### config.mk
export PLATFORM = sky130hd
export DESIGN_NAME = xbc_cell_ctl
export DESIGN_NICKNAME = d
export VERILOG_FILES = /design/src/rtl/xbc_pkg.sv /design/src/rtl/xbc_scan_stage.sv /design/src/rtl/xbc_chain.sv /design/src/rtl/xbc_decode.sv /design/src/rtl/xbc_cell_ctl.sv
export SDC_FILE = /design/constraint.sdc
export NUM_CORES = 1
export LEC_CHECK = 0
export BUFFER_PORTS_ARGS = -buffer_cell sky130_fd_sc_hd__clkbuf_2
export CAP_MARGIN = 20
export CORE_MARGIN = 2
export CORE_UTILIZATION = 30
export DETAILED_ROUTE_END_ITERATION = 10
export SETUP_SLACK_MARGIN = 0.15
export SYNTH_ARGS = -nofsm -noshare
export SYNTH_HDL_FRONTEND = slang
export SYNTH_SLANG_ARGS = --single-unit
### constraint.sdc
create_clock -name clk -period 2 [get_ports clk]
set_input_delay 0.1 -clock clk [delete_from_list [all_inputs] [get_ports clk]]
set_output_delay 0.1 -clock clk [all_outputs]
set_load 0.01 [all_outputs]
### src/rtl/xbc_pkg.sv
package xbc_pkg;

    localparam int unsigned N_STAGES = 4;
    localparam int unsigned IDX_D    = 0;
    localparam int unsigned IDX_C    = 1;
    localparam int unsigned IDX_B1   = 2;
    localparam int unsigned IDX_B2   = 3;
    localparam int unsigned N_SW     = 13;

    // Two-bit reference code, packed as {C, D}
    typedef enum logic [1:0] {
        REF_NONE = 2'b00,
        REF_GND  = 2'b01,
        REF_LOW  = 2'b10,
        REF_HIGH = 2'b11
    } ref_code_e;

    typedef struct packed {
        logic b2;
        logic b1;
        logic c;
        logic d;
    } upd_word_t;

    typedef struct packed {
        logic a;
        logic b;
        logic c;
    } mode_t;

    typedef struct packed {
        logic pin_vh;
        logic pin_vl;
        logic pin_vg;
        logic bus1;
        logic bus2;
        logic int_bus1;
        logic int_bus2;
        logic int_vg;
        logic sel_vh;
        logic sel_vl;
        logic sel_vg;
        logic sel_vth;
        logic core;
    } sw_vec_t;

    function automatic upd_word_t to_word(input logic [N_STAGES-1:0] q);
        upd_word_t w;
        w.d  = q[IDX_D];
        w.c  = q[IDX_C];
        w.b1 = q[IDX_B1];
        w.b2 = q[IDX_B2];
        return w;
    endfunction

    function automatic ref_code_e ref_of(input upd_word_t w);
        return ref_code_e'({w.c, w.d});
    endfunction

    // Pin reference enables: only in plain test mode with line c low
    function automatic logic pin_mode(input mode_t m);
        return m.a & ~m.b & ~m.c;
    endfunction

    // Compare-level mode: reference code steers the comparator input
    function automatic logic cmp_mode(input mode_t m);
        return m.a & ~m.b & m.c;
    endfunction

endpackage

### src/rtl/xbc_scan_stage.sv
module xbc_scan_stage #(
    parameter bit HAS_CAPTURE = 1'b0
) (
    input  logic clk,
    input  logic rst,
    input  logic dr_clk_en,
    input  logic shift_sel,
    input  logic upd_en,
    input  logic ser_in,
    input  logic cap_in,
    output logic shift_q,
    output logic upd_q
);

    always_ff @(posedge clk) begin
        if (rst) begin
            shift_q <= 1'b0;
        end else if (dr_clk_en) begin
            if (shift_sel) begin
                shift_q <= ser_in;
            end else if (HAS_CAPTURE) begin
                shift_q <= cap_in;
            end
        end
    end

    always_ff @(posedge clk) begin
        if (rst) begin
            upd_q <= 1'b0;
        end else if (upd_en) begin
            upd_q <= shift_q;
        end
    end

endmodule

### src/rtl/xbc_chain.sv
module xbc_chain
    import xbc_pkg::*;
#(
    parameter int unsigned STAGES  = N_STAGES,
    parameter int unsigned CAP_IDX = IDX_D
) (
    input  logic              clk,
    input  logic              rst,
    input  logic              dr_clk_en,
    input  logic              shift_sel,
    input  logic              upd_en,
    input  logic              scan_in,
    input  logic              cmp_in,
    output logic [STAGES-1:0] shift_q,
    output logic [STAGES-1:0] upd_q,
    output logic              scan_out
);

    logic [STAGES:0] link;

    assign link[0] = scan_in;

    for (genvar i = 0; i < STAGES; i++) begin : g_stage
        xbc_scan_stage #(
            .HAS_CAPTURE(i == CAP_IDX)
        ) u_stage (
            .clk       (clk),
            .rst       (rst),
            .dr_clk_en (dr_clk_en),
            .shift_sel (shift_sel),
            .upd_en    (upd_en),
            .ser_in    (link[i]),
            .cap_in    (cmp_in),
            .shift_q   (shift_q[i]),
            .upd_q     (upd_q[i])
        );
        assign link[i+1] = shift_q[i];
    end

    assign scan_out = link[STAGES];

endmodule

### src/rtl/xbc_decode.sv
module xbc_decode
    import xbc_pkg::*;
(
    input  upd_word_t word,
    input  mode_t     mode,
    output sw_vec_t   sw
);

    ref_code_e code;
    logic      pin_on;
    logic      cmp_on;
    logic      int_test;

    assign code     = ref_of(word);
    assign pin_on   = pin_mode(mode);
    assign cmp_on   = cmp_mode(mode);
    assign int_test = mode.a & mode.b & mode.c;

    always_comb begin
        sw = '0;

        sw.pin_vh = pin_on & (code == REF_HIGH);
        sw.pin_vl = pin_on & (code == REF_LOW);
        sw.pin_vg = pin_on & (code == REF_GND);

        sw.bus1     = word.b1 & mode.a & ~mode.c;
        sw.bus2     = word.b2 & mode.a & ~mode.c;
        sw.int_bus1 = word.b1 & mode.a & mode.c;
        sw.int_bus2 = word.b2 & mode.a & mode.c;
        sw.int_vg   = (code == REF_LOW) & mode.a & mode.c;

        sw.sel_vh  = 1'b0;
        sw.sel_vl  = 1'b0;
        sw.sel_vg  = 1'b0;
        sw.sel_vth = 1'b1;
        if (cmp_on) begin
            unique case (code)
                REF_HIGH: begin sw.sel_vh = 1'b1; sw.sel_vth = 1'b0; end
                REF_LOW:  begin sw.sel_vl = 1'b1; sw.sel_vth = 1'b0; end
                REF_GND:  begin sw.sel_vg = 1'b1; sw.sel_vth = 1'b0; end
                default:  sw.sel_vth = 1'b1;
            endcase
        end

        sw.core = ~int_test;
    end

endmodule

### src/rtl/xbc_cell_ctl.sv
module xbc_cell_ctl
    import xbc_pkg::*;
(
    input  logic clk,
    input  logic rst,
    input  logic dr_clk_en,
    input  logic shift_sel,
    input  logic upd_en,
    input  logic mode_a,
    input  logic mode_b,
    input  logic mode_c,
    input  logic scan_in,
    input  logic cmp_in,
    output logic scan_out,
    output logic sw_pin_vh,
    output logic sw_pin_vl,
    output logic sw_pin_vg,
    output logic sw_bus1,
    output logic sw_bus2,
    output logic sw_int_bus1,
    output logic sw_int_bus2,
    output logic sw_int_vg,
    output logic cmp_sel_vh,
    output logic cmp_sel_vl,
    output logic cmp_sel_vg,
    output logic cmp_sel_vth,
    output logic sw_core
);

    logic [N_STAGES-1:0] stage_q;
    logic [N_STAGES-1:0] latch_q;
    upd_word_t           word;
    mode_t               mode;
    sw_vec_t             sw;

    xbc_chain #(
        .STAGES  (N_STAGES),
        .CAP_IDX (IDX_D)
    ) u_chain (
        .clk       (clk),
        .rst       (rst),
        .dr_clk_en (dr_clk_en),
        .shift_sel (shift_sel),
        .upd_en    (upd_en),
        .scan_in   (scan_in),
        .cmp_in    (cmp_in),
        .shift_q   (stage_q),
        .upd_q     (latch_q),
        .scan_out  (scan_out)
    );

    assign word = to_word(latch_q);
    assign mode = '{a: mode_a, b: mode_b, c: mode_c};

    xbc_decode u_dec (
        .word (word),
        .mode (mode),
        .sw   (sw)
    );

    assign sw_pin_vh   = sw.pin_vh;
    assign sw_pin_vl   = sw.pin_vl;
    assign sw_pin_vg   = sw.pin_vg;
    assign sw_bus1     = sw.bus1;
    assign sw_bus2     = sw.bus2;
    assign sw_int_bus1 = sw.int_bus1;
    assign sw_int_bus2 = sw.int_bus2;
    assign sw_int_vg   = sw.int_vg;
    assign cmp_sel_vh  = sw.sel_vh;
    assign cmp_sel_vl  = sw.sel_vl;
    assign cmp_sel_vg  = sw.sel_vg;
    assign cmp_sel_vth = sw.sel_vth;
    assign sw_core     = sw.core;

endmodule

Word-level counts from Yosys, hierarchy flattened:

Cells that the tools add are included.

* register bits: 8
* input port bits: 10
* output and inout port bits: 14

* eq/ne operators: 3
* mux-type cells: 6
* bitwise gates (word level): 19
* reduce and logical (&&, ||, !) cells: 2

Operators by type and width (count)
* 1-bit AND: 16
* 1-bit 2-to-1 mux: 5
* 2-bit == test (second input constant): 2
* 4-bit 2-to-1 mux: 1
* 1-bit inverter: 3
* 3-bit OR reduction: 1
* 2-bit by 1-bit == test with 1-bit output (second input constant): 1
* 2-bit AND reduction: 1

Depth between registers and ports, before layout:

* word-level depth: 4
* depth in mapped cells: 3
* mapped depth without buffers: 2

Hierarchy:

From an unflattened synthesis, not the netlist that was laid out.

* cell total of the unflattened synthesis: 48
* area total of the unflattened synthesis: 430.4 um^2

Modules (own cells, without submodules)
* xbc_scan_stage (u_chain.g_stage[1].u_stage ...): instances 3, cells an instance 7, area an instance 77.6 um^2, seq. area each 40.0 um^2
* xbc_decode: instances 1, cells an instance 19, area an instance 110.1 um^2, seq. area each 0.0 um^2
* xbc_scan_stage (u_chain.g_stage[0].u_stage): instances 1, cells an instance 7, area an instance 80.1 um^2, seq. area each 40.0 um^2
* xbc_chain: instances 1, cells an instance 1, area an instance 7.5 um^2, seq. area each 0.0 um^2

Worst setup path before layout:

OpenSTA, ideal clock, no wires.

* kind: in2out
* start point: in mode_c
* end point: out sw_pin_vg
* arrival time: 0.692 ns
* data required time: 1.900 ns
* setup slack: 1.208 ns
* stages: 2
* cells stage by stage: or3b_1 > nor2_1

* longest elaborated chain between the ends: 3

Ends and longest elaborated chain
* start, declared: RTL line xbc_cell_ctl.sv:11 `input logic mode_c,`
* 1-bit inverter: RTL line xbc_pkg.sv:62 `return m.a & ~m.b & ~m.c;`
* 1-bit AND: RTL line xbc_pkg.sv:62
* 1-bit AND: RTL line xbc_decode.sv:24 `sw.pin_vg = pin_on & (code == REF_GND);`
* end, declared: RTL line xbc_cell_ctl.sv:17 `output logic sw_pin_vg,`

No other way between the ends.

Worst setup path after layout:

* start point: reg u_chain.g_stage[0].u_stage.upd_q
* end point: out cmp_sel_vl

* longest elaborated chain between the ends: 3

Ends and longest elaborated chain
* start, declared: RTL line xbc_scan_stage.sv:12 `output logic upd_q`
* start signal, assigned: RTL line xbc_scan_stage.sv:31 `upd_q <= shift_q;`
* 2-bit == test: RTL line xbc_decode.sv:37 `unique case (code)`
* 1-bit 2-to-1 mux: RTL line xbc_decode.sv:37
* 4-bit 2-to-1 mux: RTL line xbc_decode.sv:36 `if (cmp_on) begin`
* end, declared: RTL line xbc_cell_ctl.sv:24 `output logic cmp_sel_vl,`

No other way between the ends.

==> results <==
- The clock tree from TritonCTS is done.
- The arrival time of the worst setup path is a little under 1 ns.
- Setup violations remaining at the end of the flow were counted as 0.
- Once placement finished, the instance area stood at 540.5 µm².
- The clock share of power is 0.363.
- Each instance of the synthesized netlist takes up on average 8.292 µm².
- The final total negative setup slack is 0 ns.
- The worst setup path is captured at an output pin.
- The time the worst path needs with I/O delays and setup is 1.086 ns.
- The flop-to-flop setup slack is 1.22 ns.
- The part of the power in registers is 0.527.
- Counting the fill cells in the layout gives 148.
- The run finished with clean final reports.
- The share of the Yosys chip area taken by registers is 0.3787.
- The launch point of the worst reg-to-reg path is u_chain.g_stage[1].u_stage.shift_q.
- The first-pass GRT wire length is 1.497 mm.
- The die covers 1726 µm².
- Of the post-synthesis cell area, the dominant cell type holds 0.3787.
- The routability congestion estimate from global placement is 0.7388.
- For this design the total switching power over the nets is between 0.00006 and 0.00007 W.
- The layout overhead on the synthesized area is 33.14%.
- The terminus of the critical flop-to-flop path is u_chain.g_stage[1].u_stage.shift_q.
- Across the run, the number of max-cap violations was 0.
- Clock-pin slew was measured on the worst setup and hold paths at about 0.050 ns.
- Counting cells, the worst reg-to-reg path comes to 2.
- The initial antenna violation count was 0.
- In the routed layout, each cell is associated on average with a via count of ~4.8.
- Setup repair after global routing left no endpoint under its margin.
- The portion of the clock cycle consumed by the worst path in the final layout is 0.5430.
- The repair_antennas step left the layout with diodes totalling 0.
- The most common cell after layout, fill and taps aside is clkbuf_2.
- Summing all flip-flop and latch instances after layout gives 160.2 µm².
- Yosys attributes the largest share of cell area to dfxtp_1 38%, mux2i_1 12%, nor2_1 11%.
- The deepest clock path buffer count is 2.
- For this run, the post-layout net count is between 80 and 90.
- Clock skew on the completed layout was measured at 0.004789 ns.
- Internal power comes to approximately 0.00025 W.
- In this run the number of H-tree levels came out at 1.
- In the final layout, the share of cells above drive strength 1 is 0.4521.
- The tree built by TritonCTS fans out to 8 sinks.
- In this run, post-CTS hold repair placed 0 buffers.
- The floorplan has 13 rows.
- The leftover overflow at the end of global routing is 0.
- The width of the die is 41.55 µm.
- Power spread over the standard cell area amounts to about 560 nW/µm².
- The cell type with the largest total area after synthesis is dfxtp_1.
- Summed over all cells, the static leakage comes to 0.2821 nW.
- The detailed router's first-iteration violation count is 2.
- In this run, distinct cell masters in the synthesized netlist total 17.
- The final instance area is 563.0 µm².
- The kind of start point of the critical path is a flip-flop.
- The worst setup path is of the reg2out kind.
- Synthesis produced a netlist with a net count of just over 60.
- The share of total power in combinational logic is 0.109.
- The max-slew violation count is 0.
- The via count of the first global-routing pass came to 384.
- The start point of the critical path is u_chain.g_stage[0].u_stage.upd_q.
- The number of search-and-repair iterations in the first detailed-routing pass is 4.
- The maximum vdd drop is 0.0003191 V.
- The number of gates resized after cts is 0.
- The estimated wirelength of the detail-placed design is 666 µm.
- The transition time at the pin with the least slew margin is 0.1628 ns.
- After detailed routing, the number of remaining DRC violations is 0.
- The quantity of I/O buffers inserted on ports is 23.
- Of the total power, the share spent switching nets is 0.2163.
- The count of endpoints failing hold in the final timing report is 0.
- The detail route stage leaves a number of antenna-violating nets equal to 0.
- The mapped cell area is 422.9 µm².
- The total wirelength of the detailed-routed design is 803 µm.
- After synthesis the netlist holds a flip-flop and latch count of 8.
- The total global routing track utilization is 0.1088.
- After floorplanning, the core was sized to cover about 1300 µm².
- Entering global routing, the biggest net connects 9 pins.
- In this run the tightest slew margin relative to its limit is 0.8908.
- TritonCTS created 3 clock buffers.
- The combined area of the multi-input logic cells is 246.5 µm².
- CTS placed an instance of clkbuf_4 at the clock tree root.
- Once the clock tree was built, the setup fixing pass inserted 0 buffers.
- The worst hold path belongs to the class in2reg.
- The initial core utilization is 0.3250.
- The post-synthesis cell count is 51.
- The required time of the critical path is 1.90 ns.
- The final route contains 419 vias.
- The top-level port count is 24.
- During synthesis, Yosys emitted a total of 0 warnings.
- The last element of the critical path is cmp_sel_vl.
- The top cell types in the final layout, fill and taps aside, are 23 x clkbuf_2, 12 x nor2_1, 8 x dfxtp_1, 5 x mux2i_1, 4 x nand3_1.
- Along the worst path, the maximum fanout reaches 5.
- Dividing the detail-routed wire length by the instance count gives between 9 and 10 µm.
- The floorplan die height is ~42 µm.
- The clock latency of the later-clocked register in the worst-skew pair is about 0.24 ns.
- The fmax is 920.8 MHz.
## worst max-delay path: stages, from the launching register on
cell and delay [ns]:
dfxtp_1 0.33, nand2b_1 0.18, nor2_1 0.10, clkbuf_2 0.14
## cells in the mapped netlist, drive strengths merged
cell type	n
a211oi	1
nand2	2
nand2b	2
clkbuf	2
and3	2
a21bo	3
a21oi	3
and3b	2
buf	2
mux2i	5
or3b	1
dfxtp	8
nor2	12
o21bai	1
nand3	4
nand3b	1
## logic make-up (layout without fill, tap and decap cells)
group | after synthesis | after routing | share of synthesized area
DFF | 8 | 8 | 0.3787
muxes | 5 | 5 | 0.1183
and+or+nand+nor | 26 | 26 | 0.3225
buffers and inverters | 4 | 26 | 0.03845
AOI/OAI and AO/OA | 8 | 8 | 0.1420
## worst min-delay path by stage
stage	from	end	slack, ns	cells past startpoint
3_3_place_gp	rst	u_chain.g_stage[1].u_stage.shift_q	0.39	2
4_1_cts	rst	u_chain.g_stage[3].u_stage.shift_q	0.12	2
3_5_place_dp	rst	u_chain.g_stage[3].u_stage.shift_q	0.39	2
5_1_grt	rst	u_chain.g_stage[3].u_stage.shift_q	0.13	2
2_1_floorplan	mode_c	sw_core	0.29	1
6_report	rst	u_chain.g_stage[3].u_stage.shift_q	0.13	2
## power groups by stage
stage | logic [W] | clock network, W | registers (W)
detailed placement | 0.0000352 | 0 | 0.000170
global route | 0.0000391 | 0.000130 | 0.000167
floorplan | 0.0000219 | 0 | 0.000169
CTS | 0.0000352 | 0.000122 | 0.000166
global placement | 0.0000345 | 0 | 0.000170
finish | 0.0000346 | 0.000115 | 0.000166
## final cells by class
| type | count | area share |
|---|---|---|
| Clock buffer | 3 | 0.04000 |
| Sequential cell | 8 | 0.2844 |
| Timing Repair Buffer | 23 | 0.2044 |
| Tap cell | 15 | 0.03333 |
| Multi-Input combinational cell | 39 | 0.4378 |
## stage by stage
step / instances / total power [W] / util / setup slack (ns) / hold WS (ns)
2_1_floorplan: 51 / 0.0001908 / - / 1.208 / 0.2919
3_3_place_gp: 85 / 0.0002043 / 0.4154 / 1.011 / 0.3904
3_5_place_dp: 85 / 0.0002049 / 0.4154 / 0.9890 / 0.3897
4_1_cts: 88 / 0.0003239 / 0.4327 / 0.8952 / 0.1246
5_1_grt: 88 / 0.0003356 / 0.4327 / 0.8262 / 0.1344
6_report: 88 / 0.0003158 / 0.4327 / 0.9140 / 0.1289
## flip-flops by register name, indices dropped and copies added (netlist names)
signal,cells
u_chain.g_stage.u_stage.upd_q,4
u_chain.g_stage.u_stage.shift_q,4
## metal layers
| layer | GRT usage | vias to the layer above | share of wire |
|---|---|---|---|
| met5 | 0 | - | 0 |
| met4 | 0.07742 | 0 | 0 |
| met3 | 0.01739 | 0 | 0.095 |
| met2 | 0.1781 | 23 | 0.42 |
| met1 | 0.1273 | 177 | 0.49 |
| li1 | - | 219 | - |
Power figures use the tool's default switching activity.
